===== src/rtl/irq_accept_pkg.sv =====
package irq_accept_pkg;
  typedef enum logic [1:0] {
    SRC_NONE = 2'd0,
    SRC_NMI  = 2'd1,
    SRC_SW   = 2'd2,
    SRC_HW   = 2'd3
  } src_e;
endpackage


===== src/rtl/irq_pick.sv =====
module irq_pick
  import irq_accept_pkg::*;
#(
  parameter int LVL_W   = 3,
  parameter int VEC_W   = 5,
  parameter int NMI_VEC = 2
) (
  input  logic             hw_req,
  input  logic [LVL_W-1:0] hw_lvl,
  input  logic [VEC_W-1:0] hw_vec,
  input  logic             nmi,
  input  logic             sw_valid,
  input  logic [VEC_W-1:0] sw_vec,
  input  logic             sw_set_lvl,
  input  logic [LVL_W-1:0] sw_lvl,
  input  logic             ie,
  input  logic [LVL_W-1:0] cur_lvl,
  output src_e             src,
  output logic [VEC_W-1:0] pick_vec,
  output logic [LVL_W-1:0] next_lvl,
  output logic             sw_ready
);
  localparam logic [VEC_W-1:0] NMI_V = VEC_W'(NMI_VEC);

  logic hw_ok;

  // Software commands yield only to the non-maskable event.
  assign sw_ready = !nmi;
  // Threshold mask: strictly above the current level, and enabled.
  assign hw_ok    = hw_req && ie && (hw_lvl > cur_lvl);

  always_comb begin
    src      = SRC_NONE;
    pick_vec = '0;
    next_lvl = cur_lvl;
    if (nmi) begin
      src      = SRC_NMI;
      pick_vec = NMI_V;
    end else if (sw_valid) begin
      src      = SRC_SW;
      pick_vec = sw_vec;
      if (sw_set_lvl) next_lvl = sw_lvl;
    end else if (hw_ok) begin
      src      = SRC_HW;
      pick_vec = hw_vec;
      next_lvl = hw_lvl;
    end
  end
endmodule


===== src/rtl/irq_status.sv =====
module irq_status #(
  parameter int LVL_W = 3
) (
  input  logic             clk,
  input  logic             rst_n,
  input  logic             take,
  input  logic [LVL_W-1:0] take_lvl,
  input  logic             ld,
  input  logic             ld_ie,
  input  logic [LVL_W-1:0] ld_lvl,
  input  logic             restore,
  output logic             ie,
  output logic [LVL_W-1:0] lvl
);
  logic             sv_ie;
  logic [LVL_W-1:0] sv_lvl;

  always_ff @(posedge clk or negedge rst_n) begin
    if (!rst_n) begin
      ie     <= 1'b0;
      lvl    <= '0;
      sv_ie  <= 1'b0;
      sv_lvl <= '0;
    end else if (take) begin
      sv_ie  <= ie;
      sv_lvl <= lvl;
      ie     <= 1'b0;
      lvl    <= take_lvl;
    end else if (ld) begin
      ie     <= ld_ie;
      lvl    <= ld_lvl;
    end else if (restore) begin
      ie     <= sv_ie;
      lvl    <= sv_lvl;
    end
  end

  AST_TAKE_CLEARS_IE: assert property (@(posedge clk) disable iff (!rst_n)
    take |=> !ie) else $error("take left ie set");
  AST_RESTORE_RELOADS: assert property (@(posedge clk) disable iff (!rst_n)
    (restore && !take && !ld) |=> (ie == $past(sv_ie) && lvl == $past(sv_lvl)))
    else $error("restore mismatch");
  AST_LOAD_WRITES: assert property (@(posedge clk) disable iff (!rst_n)
    (ld && !take) |=> (ie == $past(ld_ie) && lvl == $past(ld_lvl)))
    else $error("load mismatch");
endmodule


===== src/rtl/irq_accept_unit.sv =====
module irq_accept_unit
  import irq_accept_pkg::*;
#(
  parameter int LVL_W   = 3,
  parameter int VEC_W   = 5,
  parameter int NMI_VEC = 2
) (
  input  logic             clk,
  input  logic             rst_n,
  input  logic             hw_req,
  input  logic [LVL_W-1:0] hw_lvl,
  input  logic [VEC_W-1:0] hw_vec,
  output logic             hw_ack,
  input  logic             nmi,
  input  logic             sw_valid,
  output logic             sw_ready,
  input  logic [VEC_W-1:0] sw_vec,
  input  logic             sw_set_lvl,
  input  logic [LVL_W-1:0] sw_lvl,
  input  logic             st_load,
  input  logic             st_load_ie,
  input  logic [LVL_W-1:0] st_load_lvl,
  input  logic             st_restore,
  output logic             take_valid,
  output logic [1:0]       take_src,
  output logic [VEC_W-1:0] take_vec,
  output logic             ie,
  output logic [LVL_W-1:0] cur_lvl
);
  src_e             pick_src;
  logic [VEC_W-1:0] pick_vec;
  logic [LVL_W-1:0] next_lvl;
  logic             take;
  logic             run_q;

  irq_pick #(.LVL_W(LVL_W), .VEC_W(VEC_W), .NMI_VEC(NMI_VEC)) u_pick (
    .hw_req(hw_req), .hw_lvl(hw_lvl), .hw_vec(hw_vec), .nmi(nmi),
    .sw_valid(sw_valid), .sw_vec(sw_vec), .sw_set_lvl(sw_set_lvl),
    .sw_lvl(sw_lvl), .ie(ie), .cur_lvl(cur_lvl), .src(pick_src),
    .pick_vec(pick_vec), .next_lvl(next_lvl), .sw_ready(sw_ready)
  );

  assign take = (pick_src != SRC_NONE);

  irq_status #(.LVL_W(LVL_W)) u_status (
    .clk(clk), .rst_n(rst_n), .take(take), .take_lvl(next_lvl),
    .ld(st_load), .ld_ie(st_load_ie), .ld_lvl(st_load_lvl),
    .restore(st_restore), .ie(ie), .lvl(cur_lvl)
  );

  always_ff @(posedge clk or negedge rst_n) begin
    if (!rst_n) begin
      take_valid <= 1'b0;
      take_src   <= SRC_NONE;
      take_vec   <= '0;
      hw_ack     <= 1'b0;
      run_q      <= 1'b0;
    end else begin
      take_valid <= take;
      take_src   <= pick_src;
      take_vec   <= pick_vec;
      hw_ack     <= (pick_src == SRC_HW);
      run_q      <= 1'b1;
    end
  end

  AST_HW_QUALIFIED: assert property (@(posedge clk) disable iff (!rst_n)
    (run_q && take_valid && take_src == SRC_HW) |->
      ($past(ie) && $past(hw_lvl) > $past(cur_lvl))) else $error("unqualified hw take");
  AST_NMI_FIRST: assert property (@(posedge clk) disable iff (!rst_n)
    (run_q && $past(nmi)) |-> (take_valid && take_src == SRC_NMI)) else $error("nmi lost");
  AST_NMI_BLOCKS_SW: assert property (@(posedge clk) disable iff (!rst_n)
    nmi |-> !sw_ready) else $error("sw ready during nmi");
  AST_SW_TAKEN: assert property (@(posedge clk) disable iff (!rst_n)
    (run_q && $past(sw_valid && sw_ready)) |-> (take_src == SRC_SW)) else $error("sw lost");
  AST_ACK_SINGLE: assert property (@(posedge clk) disable iff (!rst_n)
    hw_ack |=> !hw_ack) else $error("ack longer than a cycle");
endmodule


===== config.mk =====
export PLATFORM = sky130hd
export DESIGN_NAME = irq_accept_unit
export DESIGN_NICKNAME = d
export VERILOG_FILES = /design/src/rtl/irq_accept_pkg.sv /design/src/rtl/irq_pick.sv /design/src/rtl/irq_status.sv /design/src/rtl/irq_accept_unit.sv
export SDC_FILE = /design/constraint.sdc
export NUM_CORES = 1
export LEC_CHECK = 0
export BUFFER_PORTS_ARGS = -buffer_cell sky130_fd_sc_hd__clkbuf_2
export CAP_MARGIN = 10
export CORE_AREA = 2 2 42 60
export CTS_CLUSTER_SIZE = 16
export DETAILED_ROUTE_END_ITERATION = 8
export DIE_AREA = 0 0 44 62
export PLACE_DENSITY = 0.75
export SYNTH_ARGS = -nofsm -noshare
export SYNTH_HDL_FRONTEND = slang
export SYNTH_HIERARCHICAL = 1
export SYNTH_SLANG_ARGS = --single-unit

===== constraint.sdc =====
create_clock -name clk -period 2.8 [get_ports clk]
set_input_delay 0.56 -clock clk [delete_from_list [all_inputs] [get_ports clk]]
set_output_delay 0.56 -clock clk [all_outputs]
set_load 0.005 [all_outputs]

* After elaboration in Yosys (flattened, before gate mapping) *
Cells that the tools add are included.

cells by class
  order comparisons = 1
  equal/unequal tests = 4
  mux-type cells = 16
  reductions and logical operators = 6

operator list
  kind                                            count
  two-way mux 3 bit                               7
  two-way mux 5 bit                               3
  two-way mux 2 bit                               3
  AND reduction 4 bit                             1
  > comparator 3 bit                              1
  two-way mux 1 bit                               3
  != test 3 x 2 -> 1 bit (second input constant)  1
  != test 3 bit (second input constant)           1
  nonzero test 3 bit                              1
  == test 2 bit (second input constant)           1
  logical AND 1 bit                               2
  != test 2 bit (second input constant)           1
  nonzero test 2 bit                              1
  logical NOT 1 bit                               1

storage, ports and cells
  register bits after elaboration = 17
  input port bits = 28
  output and inout port bits = 14
  logic and storage cells = 35

* Logic depth before layout (Yosys ltp) *
  depth in word-level cells = 8
  gate-level depth with buffers = 10
  mapped depth without buffers = 9

* Cells and area by module *
The synthesis kept the hierarchy.

by module, submodules not included
  module           times used  cells each  area each (um^2)  seq. area each (um^2)
  irq_status       1           30          370.4             200.2
  irq_pick         1           46          329.1             0.0
  irq_accept_unit  1           11          239.0             225.2

* Worst setup path after synthesis *
No wires, ideal clock.

  path type = in2reg
  start = in hw_lvl[2]
  end = reg u_status.sv_lvl[0]
  library setup time = 0.125 ns
  data arrival time = 2.122 ns
  data required time = 2.675 ns
  path slack = 0.553 ns
  stages on the path = 8
  path buffers = 1
  path through = ha_1 nand3_2 o2111ai_2 nor2_2 o21a_1 or2_1 buf_2 mux2_2

between the ends
  cells in the longest elaborated chain, start to end = 6

RTL lines
  what                    line                   RTL
  start: declaration      irq_accept_unit.sv:11  input logic [LVL_W-1:0] hw_lvl,
  > comparator 3 bit      irq_pick.sv:30         assign hw_ok = hw_req && ie && (hw_lvl > cur_lvl);
  logical AND 1 bit       irq_pick.sv:30
  two-way mux 2 bit       irq_pick.sv:43         end else if (hw_ok) begin
  two-way mux 2 bit       irq_pick.sv:39         end else if (sw_valid) begin
  two-way mux 2 bit       irq_pick.sv:36         if (nmi) begin
  via pick_src[1]         irq_accept_unit.sv:30  src_e pick_src;
  nonzero test 2 bit      irq_accept_unit.sv:43  assign take = (pick_src != SRC_NONE);
  via take                irq_accept_unit.sv:33  logic take;
  end signal: assignment  irq_status.sv:26       sv_lvl <= lvl;
  end: declaration        irq_status.sv:16       logic [LVL_W-1:0] sv_lvl;

The timed path passes the listed nets, and every way through them passes these cells.
A chain may end at the register's enable or synchronous reset.

* Worst setup path after layout *
  start = reg u_status.lvl[2]
  end = reg u_status.sv_lvl[2]

between the ends
  cells in the longest elaborated chain, start to end = 6

RTL lines
  what                      line                   RTL
  start: declaration        irq_status.sv:13       output logic [LVL_W-1:0] lvl
  start signal: assignment  irq_status.sv:28       lvl <= take_lvl;
  start signal: assignment  irq_status.sv:31       lvl <= ld_lvl;
  start signal: assignment  irq_status.sv:34       lvl <= sv_lvl;
  > comparator 3 bit        irq_pick.sv:30
  logical AND 1 bit         irq_pick.sv:30
  two-way mux 2 bit         irq_pick.sv:43
  two-way mux 2 bit         irq_pick.sv:39
  two-way mux 2 bit         irq_pick.sv:36
  via pick_src[1]           irq_accept_unit.sv:30
  nonzero test 2 bit        irq_accept_unit.sv:43
  via take                  irq_accept_unit.sv:33

The timed path passes the listed nets, and every way through them passes these cells.

==> metrics.md <==
| Metric | Value |
|---|---|
| Root buffer cell | `clkbuf_4` |
| Rows | `21` |
| Most common cell after layout, fill and taps aside | `clkbuf_2` |
| CP Launch Type | `flip-flop` |
| Final ANT Viol Nets | `0` |
| Worst-Skew Late Latency | `0.29 ns` |
| Die X-Extent | `44 um` |
| Max H-tree Level | `1` |
| Critical Path Start | `u_status/lvl[2]` |
| Detailed-route wire length | `2140 um` |
| Tightest Pin Transition | `0.433 ns` |
| Share of cells above drive strength 1 | `42.6%` |
| Arr. time, crit path | `2.59 ns` |
| Dominant cell type by area after synthesis | `dfrtp_1` |
| Max rail drop VDD | `0.281 mV` |
| Max Cap Viol | `0` |
| Initial Utilization | `41.5%` |
| CP required | `2.99 ns` |
| Drt via density | `5.50` |
| Status | `finished, final reports clean` |
| Commonest non-fill, non-tap cells in the layout | `41 x clkbuf_2, 17 x dfrtp_1, 6 x inv_1, 6 x nand2_1` |
| Syn Inst Count | `87` |
| Io pins | `42` |
| Routed WL per cell | `14.1 um` |
| DR vias | `836` |
| Endpoints failing setup | `0` |
| Number of flops mapped to enable cells by yosys | `0` |
| Number of setup buffers added after CTS | `0` |
| Antenna violations before repair | `0` |
| Yosys warnings | `6` |
| Dominant cells by area after synthesis | `dfrtp_1 45%, a32o_1 5.3%, mux2_2 4.8%` |
| Diode count | `0` |
| Hold-fix buffers, CTS | `0` |
| Max Fclk | `416 MHz` |
| Min cycle time layout | `2.41 ns` |
| Die height | `62 um` |
| Unrepaired setup endpoints after global routing | `no` |
| Flop2flop setup slack | `0.39 ns` |
| CTS Buf Count | `3` |
| GRT overflow | `0` |
| Synth async-reset ratio | `100%` |
| Worst-path fanout max | `12` |
| # DRC | `0` |
| Final Core Density | `52.2%` |
| Core Area | `0.00226 sq mm` |
| Syn_nets | `118` |
| Yosys reg bits | `17` |
| Vias in the first global route | `779` |
| Slew Limit Headroom | `71.0%` |
| Worst Skew | `0.00145 ns` |
| Largest net degree at the start of global routing | `18` |
| First-pass GRT wire length | `3310 um` |
| Post-Synthesis Cell Area | `938 sq um` |
| Final Net Count | `161` |
| Post-Route Setup TNS | `0 ns` |
| Critical R2R Launch | `u_status/lvl[2]` |
| Leak Pwr | `0.597 nW` |
| Final Hold Violating Endpoints | `0` |
| Slew Limit Fails | `0` |
| DP Area | `0.00115 sq mm` |
| Full die area | `0.00273 sq mm` |
| First DRT Iteration DRCs | `17` |
| Placer Congestion | `0.808` |
| Final worst setup slack | `0.394 ns` |
| Placed wire-length estimate | `1690 um` |
| GRT Total Usage | `16.6%` |
| Setup WS pre-CTS | `0.240 ns` |
| Period Utilization, post-route | `85.9%` |
| Clock buffer depth | `2` |
| Top cell type's share of synthesized area | `45.3%` |
| Register area share after synthesis | `45.3%` |
| CTS tree | `done` |
| Post-route cell area | `0.00118 sq mm` |
| Buffers on Ports | `41` |
| Setup CP Type | `flip-flop to flip-flop` |
| Pwr/cell area | `528 mW/mm^2` |
| Synthesized area per cell | `10.8 sq um` |
| Post-synth top flop | `dfrtp_1` |
| Clock transition at the registers of the reported paths | `0.10 ns` |
| Hold Path Class | `input port to asynchronous set/reset pin` |
| Layout area overhead | `25.6%` |
| Clk sink count | `17` |
| CP Capture Type | `flip-flop` |
| Pre-antenna DRT Iters | `4` |
| Netlist cell types | `30` |
| Cells resized by post-CTS repair | `0` |
-- synth_stat cells, types with 2 or more instances --
master	instances
nor2_1	2
mux2i_1	4
nand4_1	2
nand3b_1	2
nand3_1	3
dfrtp_1	17
o21ai_1	4
buf_2	2
o21ai_0	5
ha_1	3
nor2_2	2
mux2_2	4
o2111ai_1	2
a32o_1	5
mux2_1	3
nand2_1	6
inv_1	6
o21a_1	2
a21oi_1	2
-- per-stage QoR --
| step | cells | total power, mW | hold slack [ns] |
|---|---|---|---|
| 4_1_cts | 152 | 0.632 | 0.184 |
| 3_5_place_dp | 148 | 0.494 | 0.493 |
| 3_3_place_gp | 148 | 0.487 | 0.487 |
| 2_1_floorplan | 87 | 0.423 | 0.264 |
| 6_report | 152 | 0.622 | 0.183 |
| 5_1_grt | 152 | 0.663 | 0.191 |
-- area by class of cell --
cell class                 instances  area (sq um)
clock buffer                       3          22.5
clock inverter                     1          5.00
fill                             225          1080
inverter                           7          31.3
multi-input combinational         60           460
sequential                        17           425
tap                               23          28.8
timing repair buffer              41           205
-- cells by family after synthesis --
| family | after synthesis | synth area share (%) |
|---|---|---|
| simple gates | 21 | 12.3 |
| compound gates | 25 | 20.1 |
| flops | 17 | 45.3 |
| mux | 11 | 12.7 |
| fa+ha+maj | 3 | 4.00 |
| buf+inv | 10 | 5.60 |
-- layer usage --
metal	track usage, %	vias up	share of wire [%]	wire (um)
met4	9.09	0	1.8	38
met2	30.0	42	51	1090
met1	18.1	373	39	825
met5	0	-	0	0
met3	3.18	6	9.0	192
li1	-	415	-	-
-- where the power goes --
part / internal, mW / switching, mW
sequential: 0.277 / 0.0266
clock: 0.0532 / 0.0789
combinational: 0.0901 / 0.0966
-- path summary, 6_finish.rpt --
check,to,cells past startpoint
worst max-delay path,u_status/sv_lvl[2],8
worst min-delay path,take_vec[0],1
worst max register to register,u_status/sv_lvl[2],8
worst min register to register,u_status/sv_lvl[1],1
max in group asynchronous,u_status/sv_lvl[0],1
min in group clk,take_vec[4],2
-- critical path: stages (launching register included) --
cell and delay, ns:
dfrtp_1 0.44, inv_1 0.09, ha_1 0.33, nand3_2 0.10, o2111ai_2 0.15, nor2_2 0.27, o21a_1 0.19, or2_1 0.36
mux2_2 0.38
-- registers in the layout, summed over array words and instances (netlist names) --
name / cells
u_status/ie: 1
hw_ack: 1
u_status/lvl: 3
take_valid: 1
take_vec: 5
u_status/sv_lvl: 3
u_status/sv_ie: 1
take_src: 2
Note: power is estimated with default switching activity, not from simulation.
